[src/rtl/bitstream_payload_locator.sv]
module bitstream_payload_locator #(
  parameter int HDR_START = 15,
  parameter int NUM_REC   = 4,
  parameter int SYNC_RUN  = 4,
  parameter int CNT_W     = 16
) (
  input  logic             clk,
  input  logic             rst_n,
  input  logic             mode_comp,
  input  logic             in_valid,
  input  logic [7:0]       in_data,
  input  logic             in_last,
  output logic             in_ready,
  output logic             out_valid,
  output logic [7:0]       out_data,
  output logic             out_last,
  input  logic             out_ready,
  output logic [CNT_W-1:0] payload_count,
  output logic             no_sync_err
);
  localparam int HS_W  = $clog2(HDR_START + 1);
  localparam int SK_W  = (HS_W > 9) ? HS_W : 9;
  localparam int RC_W  = $clog2(NUM_REC + 1);
  localparam int RUN_W = $clog2(SYNC_RUN + 1);

  typedef enum logic [2:0] {S_HDR, S_SEEK, S_EMIT, S_PASS, S_FIN} st_t;

  st_t              st;
  logic [SK_W-1:0]  skip;
  logic [RC_W-1:0]  recs;
  logic [RUN_W-1:0] run;
  logic             prev_ff;
  logic             emit_last;

  wire take     = in_valid && in_ready;
  wire give     = out_valid && out_ready;
  wire is_ff    = (in_data == 8'hFF);
  wire raw_hit  = !mode_comp && is_ff && (run == RUN_W'(SYNC_RUN - 1));
  wire comp_hit = mode_comp && prev_ff && (in_data[7:4] == 4'h3);

  assign in_ready  = (st == S_HDR) || (st == S_SEEK) || ((st == S_PASS) && out_ready);
  assign out_valid = (st == S_EMIT) || ((st == S_PASS) && in_valid);
  assign out_data  = (st == S_EMIT) ? 8'hFF : in_data;
  assign out_last  = (st == S_EMIT) ? (emit_last && (run == RUN_W'(1)))
                                    : ((st == S_PASS) && in_last);

  always_ff @(posedge clk) begin
    if (!rst_n) begin
      st            <= S_HDR;
      skip          <= SK_W'(HDR_START);
      recs          <= '0;
      run           <= '0;
      prev_ff       <= 1'b0;
      emit_last     <= 1'b0;
      payload_count <= '0;
      no_sync_err   <= 1'b0;
    end else begin
      if (give) payload_count <= payload_count + 1'b1;
      case (st)
        S_HDR: if (take) begin
          if (skip == '0) begin
            skip <= SK_W'(in_data) + SK_W'(2);
            recs <= recs + 1'b1;
          end else if (skip == SK_W'(1) && recs == RC_W'(NUM_REC)) begin
            st <= S_SEEK;
          end else begin
            skip <= skip - 1'b1;
          end
          if (in_last) begin
            st          <= S_FIN;
            no_sync_err <= 1'b1;
          end
        end
        S_SEEK: if (take) begin
          prev_ff <= is_ff;
          run     <= is_ff ? run + 1'b1 : '0;
          if (raw_hit) begin
            st        <= S_EMIT;
            run       <= RUN_W'(SYNC_RUN);
            emit_last <= in_last;
          end else if (comp_hit) begin
            st <= in_last ? S_FIN : S_PASS;
          end else if (in_last) begin
            st          <= S_FIN;
            no_sync_err <= 1'b1;
          end
        end
        S_EMIT: if (give) begin
          run <= run - 1'b1;
          if (run == RUN_W'(1)) st <= emit_last ? S_FIN : S_PASS;
        end
        S_PASS: if (give && in_last) st <= S_FIN;
        S_FIN: ;
        default: st <= S_FIN;
      endcase
    end
  end

  AST_ERR_HOLD: assert property (@(posedge clk) disable iff (!rst_n)
    no_sync_err |=> no_sync_err);
  AST_ERR_QUIET: assert property (@(posedge clk) disable iff (!rst_n)
    no_sync_err |-> !out_valid);
  AST_ERR_CAUSE: assert property (@(posedge clk) disable iff (!rst_n)
    $rose(no_sync_err) |-> $past(in_valid && in_ready && in_last));
  AST_STALL_BLOCK: assert property (@(posedge clk) disable iff (!rst_n)
    (out_valid && !out_ready) |-> !in_ready);
  AST_STALL_HOLD: assert property (@(posedge clk) disable iff (!rst_n)
    (out_valid && !out_ready) |=> (out_valid && $stable(out_data)));
  AST_COUNT_STEP: assert property (@(posedge clk) disable iff (!rst_n)
    (out_valid && out_ready) |=> (payload_count == CNT_W'($past(payload_count) + 1'b1)));
  AST_END_IDLE: assert property (@(posedge clk) disable iff (!rst_n)
    (out_valid && out_ready && out_last) |=> (!in_ready && !out_valid));
endmodule

[config.mk]
export PLATFORM = sky130hd
export DESIGN_NAME = bitstream_payload_locator
export DESIGN_NICKNAME = d
export VERILOG_FILES = /design/src/rtl/bitstream_payload_locator.sv
export SDC_FILE = /design/constraint.sdc
export NUM_CORES = 1
export LEC_CHECK = 0
export ABC_CLOCK_PERIOD_IN_PS = 2300
export BUFFER_PORTS_ARGS = -buffer_cell sky130_fd_sc_hd__buf_4
export CAP_MARGIN = 20
export CORE_MARGIN = 3
export CORE_UTILIZATION = 40
export DETAILED_ROUTE_END_ITERATION = 8
export GPL_TIMING_DRIVEN = 1
export SLEW_MARGIN = 20
export SYNTH_ARGS = -nofsm -noshare
export SYNTH_HDL_FRONTEND = slang
export SYNTH_SLANG_ARGS = --single-unit
[constraint.sdc]
create_clock -name clk -period 2.3 [get_ports clk]
set_input_delay 0.23 -clock clk [delete_from_list [all_inputs] [get_ports clk]]
set_output_delay 0.23 -clock clk [all_outputs]
set_load 0.03 [all_outputs]
==> flow_metrics.tcl, run 1 <==
set metrics [dict create \
    status "complete, no violations" \
    detail_route.first_pass.iterations 4 \
    drv_slew 0 \
    setup_viol_count_final 0 \
    cts_inserted_buffers 5 \
    netlist_area_sq_um 2404 \
    grt_setup_unrepaired "no" \
    worst_skew_pair.late_latency_ps 290 \
    cts_tree "done" \
    beginning_of_the_critical_path "skip[0]" \
    worstSetupStartpointType "flop" \
    drc_errors 0 \
    syn2layout_area_growth_pct 19.83 \
    min_path_type "primary input to flop" \
    wirelength_microns 5691 \
    vias_in_the_first_global_route 2060 \
    ctsRootBufferMaster "sky130_fd_sc_hd__clkbuf_8" \
    cts-root-to-sink-buffers 2 \
    ctsHoldBuffers 0 \
    gr-usage-all-layers_pct 16.65 \
    worstReg2RegStart "skip[0]" \
    synthArstFlopShare_pct 0 \
    ys_warn_count 0 \
    grt_antenna_before_repair 0 \
    synth_enable_flop_cells 0 \
    critical_path_class "flop to flop" \
    path_max_fanout 12 \
    post_cts_setup_bufs 0 \
    grt_start_max_net_pins 21 \
    power_leakage_nw 1.124 \
    hold_violations 0 \
    floorplan.rows 27 \
    worst_setup_path_end_kind "flop" \
    placement.io_buffers 41 \
    core_area_sq_um 5675 \
    floorplan.die_area_sq_um 6975 \
    post_cts_resize_count 0 \
    final_layout_size_suffix_gt1_share_pct 19.94 \
    grt_first_pass_wirelength_microns 9811 \
    layout_min_cycle_time_ps 2020 \
    worst-endpoint-arrival_ps 2200 \
    fillerInstances 573 \
    chipWidth_microns 83.52 \
    synth.cells.most_frequent "sky130_fd_sc_hd__dfxtp_1, sky130_fd_sc_hd__nor2_1, sky130_fd_sc_hd__nand2_1" \
    yosys.area.top_type_share_pct 30.82 \
    synth_area_leader_cell "sky130_fd_sc_hd__dfxtp_1" \
    numClockSinks 37 \
    initial_core_util_pct 42.35 \
    peakVddDrop_v 0.0002457 \
    dpl-instance-area_sq_um 2760 \
    cts-htree-levels 2 \
    num_antenna_cells 0 \
    num_io_pins 42 \
    max_clock_freq_ghz 0.4950 \
    yosys-top-cells-area "sky130_fd_sc_hd__dfxtp_1, sky130_fd_sc_hd__ha_1, sky130_fd_sc_hd__nor2_1" \
    transition_time_at_the_pin_with_the_least_slew_margin_ps 653.7 \
    library_cells_used_by_synthesis 66 \
    final_cell_area_sq_um 2880 \
    fin_tns_setup_ps 0 \
    max-slew-margin-rel_pct 56.02 \
    synth_area_per_cell_sq_um 8.260 \
    final.hold.worst_slack_ps 184.1 \
    gp_congestion 0.8491 \
    routedWlPerCell_microns 14.12 \
    drt_iter0_markers 114 \
    clock-skew-final_ps 4.774 \
    fin_util_pct 50.75 \
    placed_instance_count 395 \
    worst_ep_required_time_ps 2480 \
    yosysSeqAreaShare_pct 30.82 \
    netlist_instances 291 \
    clk_transition_reported_paths_ps 80 \
    synth.most_common_cell "sky130_fd_sc_hd__dfxtp_1" \
    launch_instance_of_the_worst_min_delay_path "rst_n" \
    finalCritPeriodShare_pct 87.83 \
    globalRoute.totalOverflow 0 \
    yosys_most_used_dff "sky130_fd_sc_hd__dfxtp_1" \
    fin_cells 403 \
    hpwl_microns 4174 \
    ys_ff_latch 37 \
    number_of_routed_nets_with_antenna_violations 0 \
    post_drt_via_cell_ratio 5.464 \
    syn_nets 316 \
    max_cap_viols 0 \
    die_height_microns 83.52 \
    finish.net_count 355 \
    cellPowerDensity_nw_per_um2 519.1 \
    via_count 2202 \
]
==> final timing paths <==
check	endpoint	slack, ps	depth (start not counted)
setup / recovery	recs[0]	280	7
hold / removal	skip[3]	180	2
setup reg to reg	recs[0]	280	7
hold reg to reg	run[2]	470	2
==> stage by stage <==
step / worst slack [ps] / total power [W]
final: 279.8 / 0.001495
after detailed placement: 316.7 / 0.0009002
after floorplan: 516.0 / 0.0008270
after CTS: 286.8 / 0.001514
after global placement: 349.6 / 0.0008999
after global routing: 123.6 / 0.001571
==> placed cells by master, fill, tap and decap left out, types with 5 or more instances in the layout <==
master,n
sky130_fd_sc_hd__a21oi_1,15
sky130_fd_sc_hd__buf_4,44
sky130_fd_sc_hd__clkbuf_8,6
sky130_fd_sc_hd__dfxtp_1,37
sky130_fd_sc_hd__ha_1,11
sky130_fd_sc_hd__inv_1,11
sky130_fd_sc_hd__nand2_1,22
sky130_fd_sc_hd__nand2b_1,11
sky130_fd_sc_hd__nand3_1,15
sky130_fd_sc_hd__nand4_1,9
sky130_fd_sc_hd__nor2_1,35
sky130_fd_sc_hd__nor3_1,6
sky130_fd_sc_hd__nor4_1,6
sky130_fd_sc_hd__o21ai_0,5
sky130_fd_sc_hd__xnor2_1,6
sky130_fd_sc_hd__xor2_1,15
==> cells by family (layout without fill, tap and decap cells) <==
group	count (synthesis)	in the layout	share of synthesized area (%)
AND/OR/NAND/NOR	140	140	33.42
AO/OA/AOI/OAI	54	54	16.14
flip-flops	37	37	30.82
buffers and inverters	24	64	4.529
XOR/XNOR	21	21	7.652
adder cells (fa/ha/maj)	11	11	5.726
multiplexers	4	4	1.718
==> report_power, final <==
group,switching [W],internal [W],total [W],leakage (nW)
logic,0.000123,0.0000892,0.000212,0.767
clock network,0.000257,0.000353,0.000610,0.0574
registers,0.0000213,0.000652,0.000673,0.299
total,0.000401,0.00109,0.00150,1.12
==> per-layer routing <==
metal  part of all wire, %  GRT usage (%)
met2                    42          25.00
met1                    50          23.14
met3                   5.4          3.751
met5                     0              0
met4                   2.1          6.433
==> cell type report <==
class,instances,area (sq um),share of cell area [%]
Multi-Input combinational cell,230,1554,53.95
Sequential cell,37,740.7,25.72
Timing Repair Buffer,44,330.3,11.47
Tap cell,72,90.09,3.128
Clock buffer,6,82.58,2.867
Inverter,12,45.04,1.564
Clock inverter,2,37.54,1.303
==> sequential cells by signal, indices dropped and copies added (netlist names) <==
register and flops:
recs 3, no_sync_err 1, skip 9, st 3, payload_count 16, prev_ff 1
emit_last 1, run 3
==> worst max-delay path, stage by stage (launching register included) <==
cell and delay [ps]:
sky130_fd_sc_hd__dfxtp_1 340, sky130_fd_sc_hd__inv_1 120, sky130_fd_sc_hd__ha_1 200, sky130_fd_sc_hd__or4b_1 650, sky130_fd_sc_hd__nor2_8 250, sky130_fd_sc_hd__nand2_1 110
sky130_fd_sc_hd__xnor2_1 190, sky130_fd_sc_hd__nor2_1 50
Power figures use the tool's default switching activity.
==> inputs of run 2 (changes only) <==
--- a/config.mk
+++ b/config.mk
@@ -7,11 +7,13 @@
 export LEC_CHECK = 0
 export ABC_CLOCK_PERIOD_IN_PS = 2300
 export BUFFER_PORTS_ARGS = -buffer_cell sky130_fd_sc_hd__buf_4
-export CAP_MARGIN = 20
+export CAP_MARGIN = 10
 export CORE_MARGIN = 3
 export CORE_UTILIZATION = 40
+export CTS_CLUSTER_DIAMETER = 80
 export DETAILED_ROUTE_END_ITERATION = 8
 export GPL_TIMING_DRIVEN = 1
+export SETUP_SLACK_MARGIN = 0.5
 export SLEW_MARGIN = 20
 export SYNTH_ARGS = -nofsm -noshare
 export SYNTH_HDL_FRONTEND = slang
==> run 2 against run 1 <==
  * Final cell count up 3.5%
  * Via count up 4.9%
  * Sequential power about the same
  * Critical endpoint is now skip[8]
  * Clock skew up 3.9 ps
==> flow_metrics.tcl, run 2 (synthesis results as in run 1) <==
set metrics [dict create \
    via_count 2309 \
    worst-endpoint-arrival_ps 1940 \
    critical_path_class "flop to flop" \
    numClockSinks 37 \
    detail_route.first_pass.iterations 4 \
    cts_inserted_buffers 5 \
    finalCritPeriodShare_pct 77.34 \
    cts_tree "done" \
    floorplan.rows 27 \
    worst_skew_pair.late_latency_ps 290 \
    routedWlPerCell_microns 14.66 \
    cellPowerDensity_nw_per_um2 493.5 \
    hold_violations 0 \
    final_cell_area_sq_um 3100 \
    gr-usage-all-layers_pct 17.02 \
    peakVddDrop_v 0.0002473 \
    min_path_type "primary input to flop" \
    drv_slew 0 \
    number_of_routed_nets_with_antenna_violations 0 \
    num_antenna_cells 0 \
    grt_setup_unrepaired "yes" \
    gp_congestion 0.8491 \
    max_cap_viols 0 \
    floorplan.die_area_sq_um 6975 \
    setup_viol_count_final 0 \
    cts-root-to-sink-buffers 2 \
    globalRoute.totalOverflow 0 \
    path_max_fanout 6 \
    slack_of_the_worst_reg_to_reg_path_ps 520 \
    postLayoutSetupSlackWorst_ps 521.3 \
    worst_setup_path_end_kind "flop" \
    worst_ep_required_time_ps 2460 \
    final_common_cell "sky130_fd_sc_hd__buf_4" \
    grt_first_pass_wirelength_microns 10050 \
    hpwl_microns 4174 \
    vias_in_the_first_global_route 2121 \
    placement.setup.worst_slack_ps 316.7 \
    core_area_sq_um 5675 \
    fin_util_pct 54.63 \
    num_io_pins 42 \
    drt_iter0_markers 181 \
    final_layout_size_suffix_gt1_share_pct 28.99 \
    fin_tns_setup_ps 0 \
    clk_transition_reported_paths_ps 80 \
    syn2layout_area_growth_pct 29.00 \
    initial_core_util_pct 42.35 \
    dpl-instance-area_sq_um 2760 \
    largest-register "payload_count" \
    power_leakage_nw 1.215 \
    grt_start_max_net_pins 21 \
    biggestRegsByFlops "payload_count x16, skip x9" \
    ctsRootBufferMaster "sky130_fd_sc_hd__clkbuf_8" \
    mostFrequentLayoutCells "sky130_fd_sc_hd__buf_4, sky130_fd_sc_hd__nor2_1, sky130_fd_sc_hd__dfxtp_1, sky130_fd_sc_hd__nand2_1" \
    transition_time_at_the_pin_with_the_least_slew_margin_ps 711.3 \
    total_power_w 0.001530 \
    clock-skew-final_ps 8.673 \
    status "complete, no violations" \
    drc_errors 0 \
    post_drt_via_cell_ratio 5.537 \
    cts-htree-levels 2 \
    grt_antenna_before_repair 0 \
    max-slew-margin-rel_pct 52.14 \
    die_height_microns 83.52 \
    finish.net_count 369 \
    layout_min_cycle_time_ps 1779 \
    largest_register_ffs 16 \
    placement.io_buffers 41 \
    worstSetupStartpointType "flop" \
    chipWidth_microns 83.52 \
    max_clock_freq_ghz 0.5622 \
    wirelength_microns 6114 \
]
[run 2: cell types whose count changed in the layout (fill, tap and decap cells not counted), sizes merged]
cell	change
buf	+13
nor2	+1
[run 2: final cells by class]
class                      instances  area (sq um)
fill                             550          2575
sequential                        37         757.0
inverter                          12         47.55
tap                               72         90.09
multi-input combinational        231          1634
clock inverter                     2         37.54
clock buffer                       6         82.58
timing repair buffer              57         451.7
[run 2: path summary, 6_finish.rpt]
kind / cells past startpoint / start / to
min reg2reg: 2 / run[2] / run[2]
max reg2reg: 6 / skip[1] / skip[8]
min: 2 / rst_n / skip[3]
max: 6 / skip[1] / skip[8]
[run 2: layer usage]
layer	global-route usage, %	up-vias	share of wire [%]
met1	23.44	1079	48
met2	25.95	59	45
met5	0	-	0
met3	3.751	10	5.2
met4	6.433	0	1.9
li1	-	1161	-
[run 2: through the flow]
stage / instances / hold slack (ps)
detailed placement: 395 / 450.9
global placement: 395 / 443.9
CTS: 409 / 174.9
finish: 417 / 180.5
global route: 417 / 182.5
floorplan: 291 / 373.9
[run 2: power breakdown]
group	switching, W	internal (W)	leakage, nW
Clock	0.000256	0.000353	0.0574
Combinational	0.000136	0.000109	0.856
Sequential	0.0000230	0.000653	0.302
Total	0.000415	0.00112	1.21
[run 2: what timing repair did]
action | in CTS | in global routing
gates resized for setup | 12 | 18
setup endpoints to repair | 25 | 25
buffers inserted | 5 | 8
pin swaps | 5 | 10
hold buffers | 0 | 0
cloned | 1 | 0
[run 2: worst max-delay path, stage by stage, from the launching register on]
cell	delay, ps
sky130_fd_sc_hd__dfxtp_2	340
sky130_fd_sc_hd__inv_2	90
sky130_fd_sc_hd__ha_4	140
sky130_fd_sc_hd__or4b_4	560
sky130_fd_sc_hd__a2bb2oi_1	180
sky130_fd_sc_hd__nor4_1	230
sky130_fd_sc_hd__nor3_1	100
==> inputs of run 3 (changes only) <==
--- a/config.mk
+++ b/config.mk
@@ -5,7 +5,8 @@
 export SDC_FILE = /design/constraint.sdc
 export NUM_CORES = 1
 export LEC_CHECK = 0
-export ABC_CLOCK_PERIOD_IN_PS = 2300
+export ABC_AREA = 1
+export ABC_CLOCK_PERIOD_IN_PS = 1500
 export BUFFER_PORTS_ARGS = -buffer_cell sky130_fd_sc_hd__buf_4
 export CAP_MARGIN = 10
 export CORE_MARGIN = 3
==> constraint.sdc (replaced) <==
create_clock -name clk -period 1.5 [get_ports clk]
set_input_delay 0.15 -clock clk [delete_from_list [all_inputs] [get_ports clk]]
set_output_delay 0.15 -clock clk [all_outputs]
set_load 0.03 [all_outputs]
==> run 3 against run 2 <==
  * Power rose to 3.9 times the previous value
  * Fmax increased by 13%
  * Sequential power grew 95%
  * Critical endpoint is now payload_count[13]
  * Worst setup slack worse by 600 ps
  * The run now ends with setup timing left
  * Die area grew 5.1%
  * Count of clock-buffer cells in the layout unchanged
==> flow_metrics.tcl, run 3 <==
set metrics [dict create \
    status "finished with violations" \
    violations "setup timing" \
    max_cap_viols 0 \
    critical_path_class "flop to flop" \
    wirelength_microns 7599 \
    synth_area_per_cell_sq_um 6.533 \
    seqPwrFrac_pct 21.9 \
    drt_iter0_markers 173 \
    grt_start_max_net_pins 23 \
    detail_route.first_pass.iterations 4 \
    gate_power_share_pct 63.6 \
    p_sw_share_pct 43.65 \
    clock-skew-final_ps 4.177 \
    placement.io_buffers 41 \
    yosys.area.top_type_share_pct 29.22 \
    ys_warn_count 0 \
    drc_errors 0 \
    min_path_type "primary input to flop" \
    final_layout_size_suffix_gt1_share_pct 46.62 \
    final_common_cell "sky130_fd_sc_hd__nand2_1" \
    mostFrequentLayoutCells "sky130_fd_sc_hd__nand2_1, sky130_fd_sc_hd__buf_4, sky130_fd_sc_hd__nor2_1, sky130_fd_sc_hd__inv_1, sky130_fd_sc_hd__buf_6" \
    netlist_area_sq_um 2535 \
    grt_util_met3_pct 3.266 \
    ctsRootBufferMaster "sky130_fd_sc_hd__clkbuf_8" \
    synthArstFlopShare_pct 0 \
    library_cells_used_by_synthesis 36 \
    clk_transition_reported_paths_ps 80 \
    die_height_microns 85.61 \
    placement.setup.worst_slack_ps -114.4 \
    numClockSinks 37 \
    routedWlPerCell_microns 13.84 \
    largest_register_ffs 16 \
    power.internal_w 0.003385 \
    worst_setup_path_end_kind "flop" \
    floorplan.rows 28 \
    syn2layout_area_growth_pct 60.12 \
    synth_area_leader_cell "sky130_fd_sc_hd__dfxtp_1" \
    cts-root-to-sink-buffers 2 \
    worst_ep_required_time_ps 1690 \
    syn_nets 413 \
    floorplan.die_area_sq_um 7328 \
    finalCritPeriodShare_pct 105.4 \
    hold_violations 0 \
    placed_instance_count 516 \
    share_clk_of_total_power_pct 14.5 \
    chipWidth_microns 85.61 \
    cts-htree-levels 2 \
    grt_util_met1_pct 27.72 \
    grt_setup_unrepaired "yes" \
    num_antenna_cells 0 \
    via_count 2815 \
    hpwl_microns 4943 \
    post_drt_via_cell_ratio 5.128 \
    grt_antenna_before_repair 0 \
    max-slew-margin-rel_pct 49.15 \
    fin_cells 549 \
    finish.net_count 498 \
    cts_tree "done" \
    largest-register "payload_count" \
    switchingPower_w 0.002623 \
    synth_enable_flop_cells 0 \
    globalRouteMet2Util_pct 33.55 \
    fin_util_pct 67.36 \
    ys_ff_latch 37 \
    busiest_layer "met2" \
    layout_min_cycle_time_ps 1580 \
    netlist_instances 388 \
    grt_first_pass_wirelength_microns 12230 \
    number_of_routed_nets_with_antenna_violations 0 \
    cellPowerDensity_nw_per_um2 1480 \
    gr-usage-all-layers_pct 20.47 \
    postLayoutSetupSlackWorst_ps -80.49 \
    cts_inserted_buffers 5 \
    power_leakage_nw 1.688 \
    yosys-top-cells-area "sky130_fd_sc_hd__dfxtp_1, sky130_fd_sc_hd__nand2_1, sky130_fd_sc_hd__nor2_1" \
    synth.cells.most_frequent "sky130_fd_sc_hd__nand2_1, sky130_fd_sc_hd__nor2_1, sky130_fd_sc_hd__inv_1" \
    worstSetupStartpointType "flop" \
    setup_viol_count_final 23 \
    worst_skew_pair.late_latency_ps 300 \
    total_power_w 0.006008 \
    synth.most_common_cell "sky130_fd_sc_hd__nand2_1" \
    drv_slew 0 \
    globalRoute.totalOverflow 0 \
    worst-endpoint-arrival_ps 1770 \
    peakVddDrop_v 0.001346 \
    initial_core_util_pct 42.07 \
    vias_in_the_first_global_route 2641 \
    path_max_fanout 7 \
    yosysSeqAreaShare_pct 29.22 \
    biggestRegsByFlops "payload_count x16, skip x9" \
    gp_congestion 0.8525 \
    core_area_sq_um 6026 \
    transition_time_at_the_pin_with_the_least_slew_margin_ps 762.0 \
    max_clock_freq_ghz 0.6327 \
    yosys_most_used_dff "sky130_fd_sc_hd__dfxtp_1" \
    num_io_pins 42 \
]
==> run 3: cell count changes in the layout (fill, tap and decap cells not counted), moves of 11 or more <==
cell                       delta
sky130_fd_sc_hd__nand2_1     +35
sky130_fd_sc_hd__buf_6       +29
sky130_fd_sc_hd__inv_1       +26
sky130_fd_sc_hd__dfxtp_1     -15
sky130_fd_sc_hd__o21ai_1     +15
sky130_fd_sc_hd__nand2_2     +12
sky130_fd_sc_hd__nand2b_1    -11
sky130_fd_sc_hd__nor2_4      +11
==> run 3: critical path, cell delays in order, from the launching register on <==
cell	delay, ps
sky130_fd_sc_hd__dfxtp_4	370
sky130_fd_sc_hd__buf_6	130
sky130_fd_sc_hd__inv_4	50
sky130_fd_sc_hd__nand4_1	200
sky130_fd_sc_hd__a21oi_4	360
sky130_fd_sc_hd__nand4_1	170
sky130_fd_sc_hd__o21ai_1	150
sky130_fd_sc_hd__a21oi_1	50
==> run 3: per-layer routing <==
layer,wire length (microns),up-vias
met5,0,-
met4,90,0
met3,401,8
met2,3671,47
met1,3436,1320
li1,-,1440
==> run 3: per-stage QoR <==
stage                     instance area [sq um]  hold WS (ps)  TNS [ps]
final                                      4059         187.6    -866.6
after global placement                     3247         442.3    -246.4
after global routing                       4059         230.8     -3513
after detailed placement                   3247         442.2    -571.2
after CTS                                  3807         179.9    -280.9
after floorplan                            2764         284.3    -124.0
==> run 3: worst paths after layout <==
check	from	end	slack [ps]	cells after the start
min	in_last	emit_last	190	3
min reg2reg	no_sync_err	no_sync_err	450	2
max reg2reg	st[2]	payload_count[13]	-80	7
max	st[2]	payload_count[13]	-80	7
==> run 3: power groups by stage <==
| stage | Combinational, W | Sequential (W) | Clock, W |
|---|---|---|---|
| 3_3_place_gp | 0.00253 | 0.00134 | 0 |
| 3_5_place_dp | 0.00253 | 0.00134 | 0 |
| 5_1_grt | 0.00417 | 0.00133 | 0.000939 |
| 2_1_floorplan | 0.00191 | 0.00129 | 0 |
| 6_report | 0.00382 | 0.00132 | 0.000871 |
| 4_1_cts | 0.00345 | 0.00131 | 0.000882 |
==> run 3: timing repair <==
item / 4_1_cts / 5_1_grt
setup buffers: 17 / 7
gates resized for setup: 95 / 51
cloned: 1 / 0
hold buffers: 0 / 0
pin swaps: 29 / 20
setup endpoints to repair: 50 / 58
==> run 3: cell type report <==
type                       instances  area (sq um)
fill                             536          1967
inverter                          46         187.7
sequential                        37         798.3
clock buffer                       6         72.57
timing repair buffer              87         810.8
multi-input combinational        295          2056
tap                               75         93.84
clock inverter                     2         33.78
timing repair inverter             1         6.256
==> run 3: logic make-up after synthesis <==
| kind of cell | synth area share [%] |
|---|---|
| flops | 29.22 |
| simple gates | 33.51 |
| fa+ha+maj | 5.429 |
| xor+xnor | 4.492 |
| compound gates | 17.77 |
| buf+inv | 9.575 |
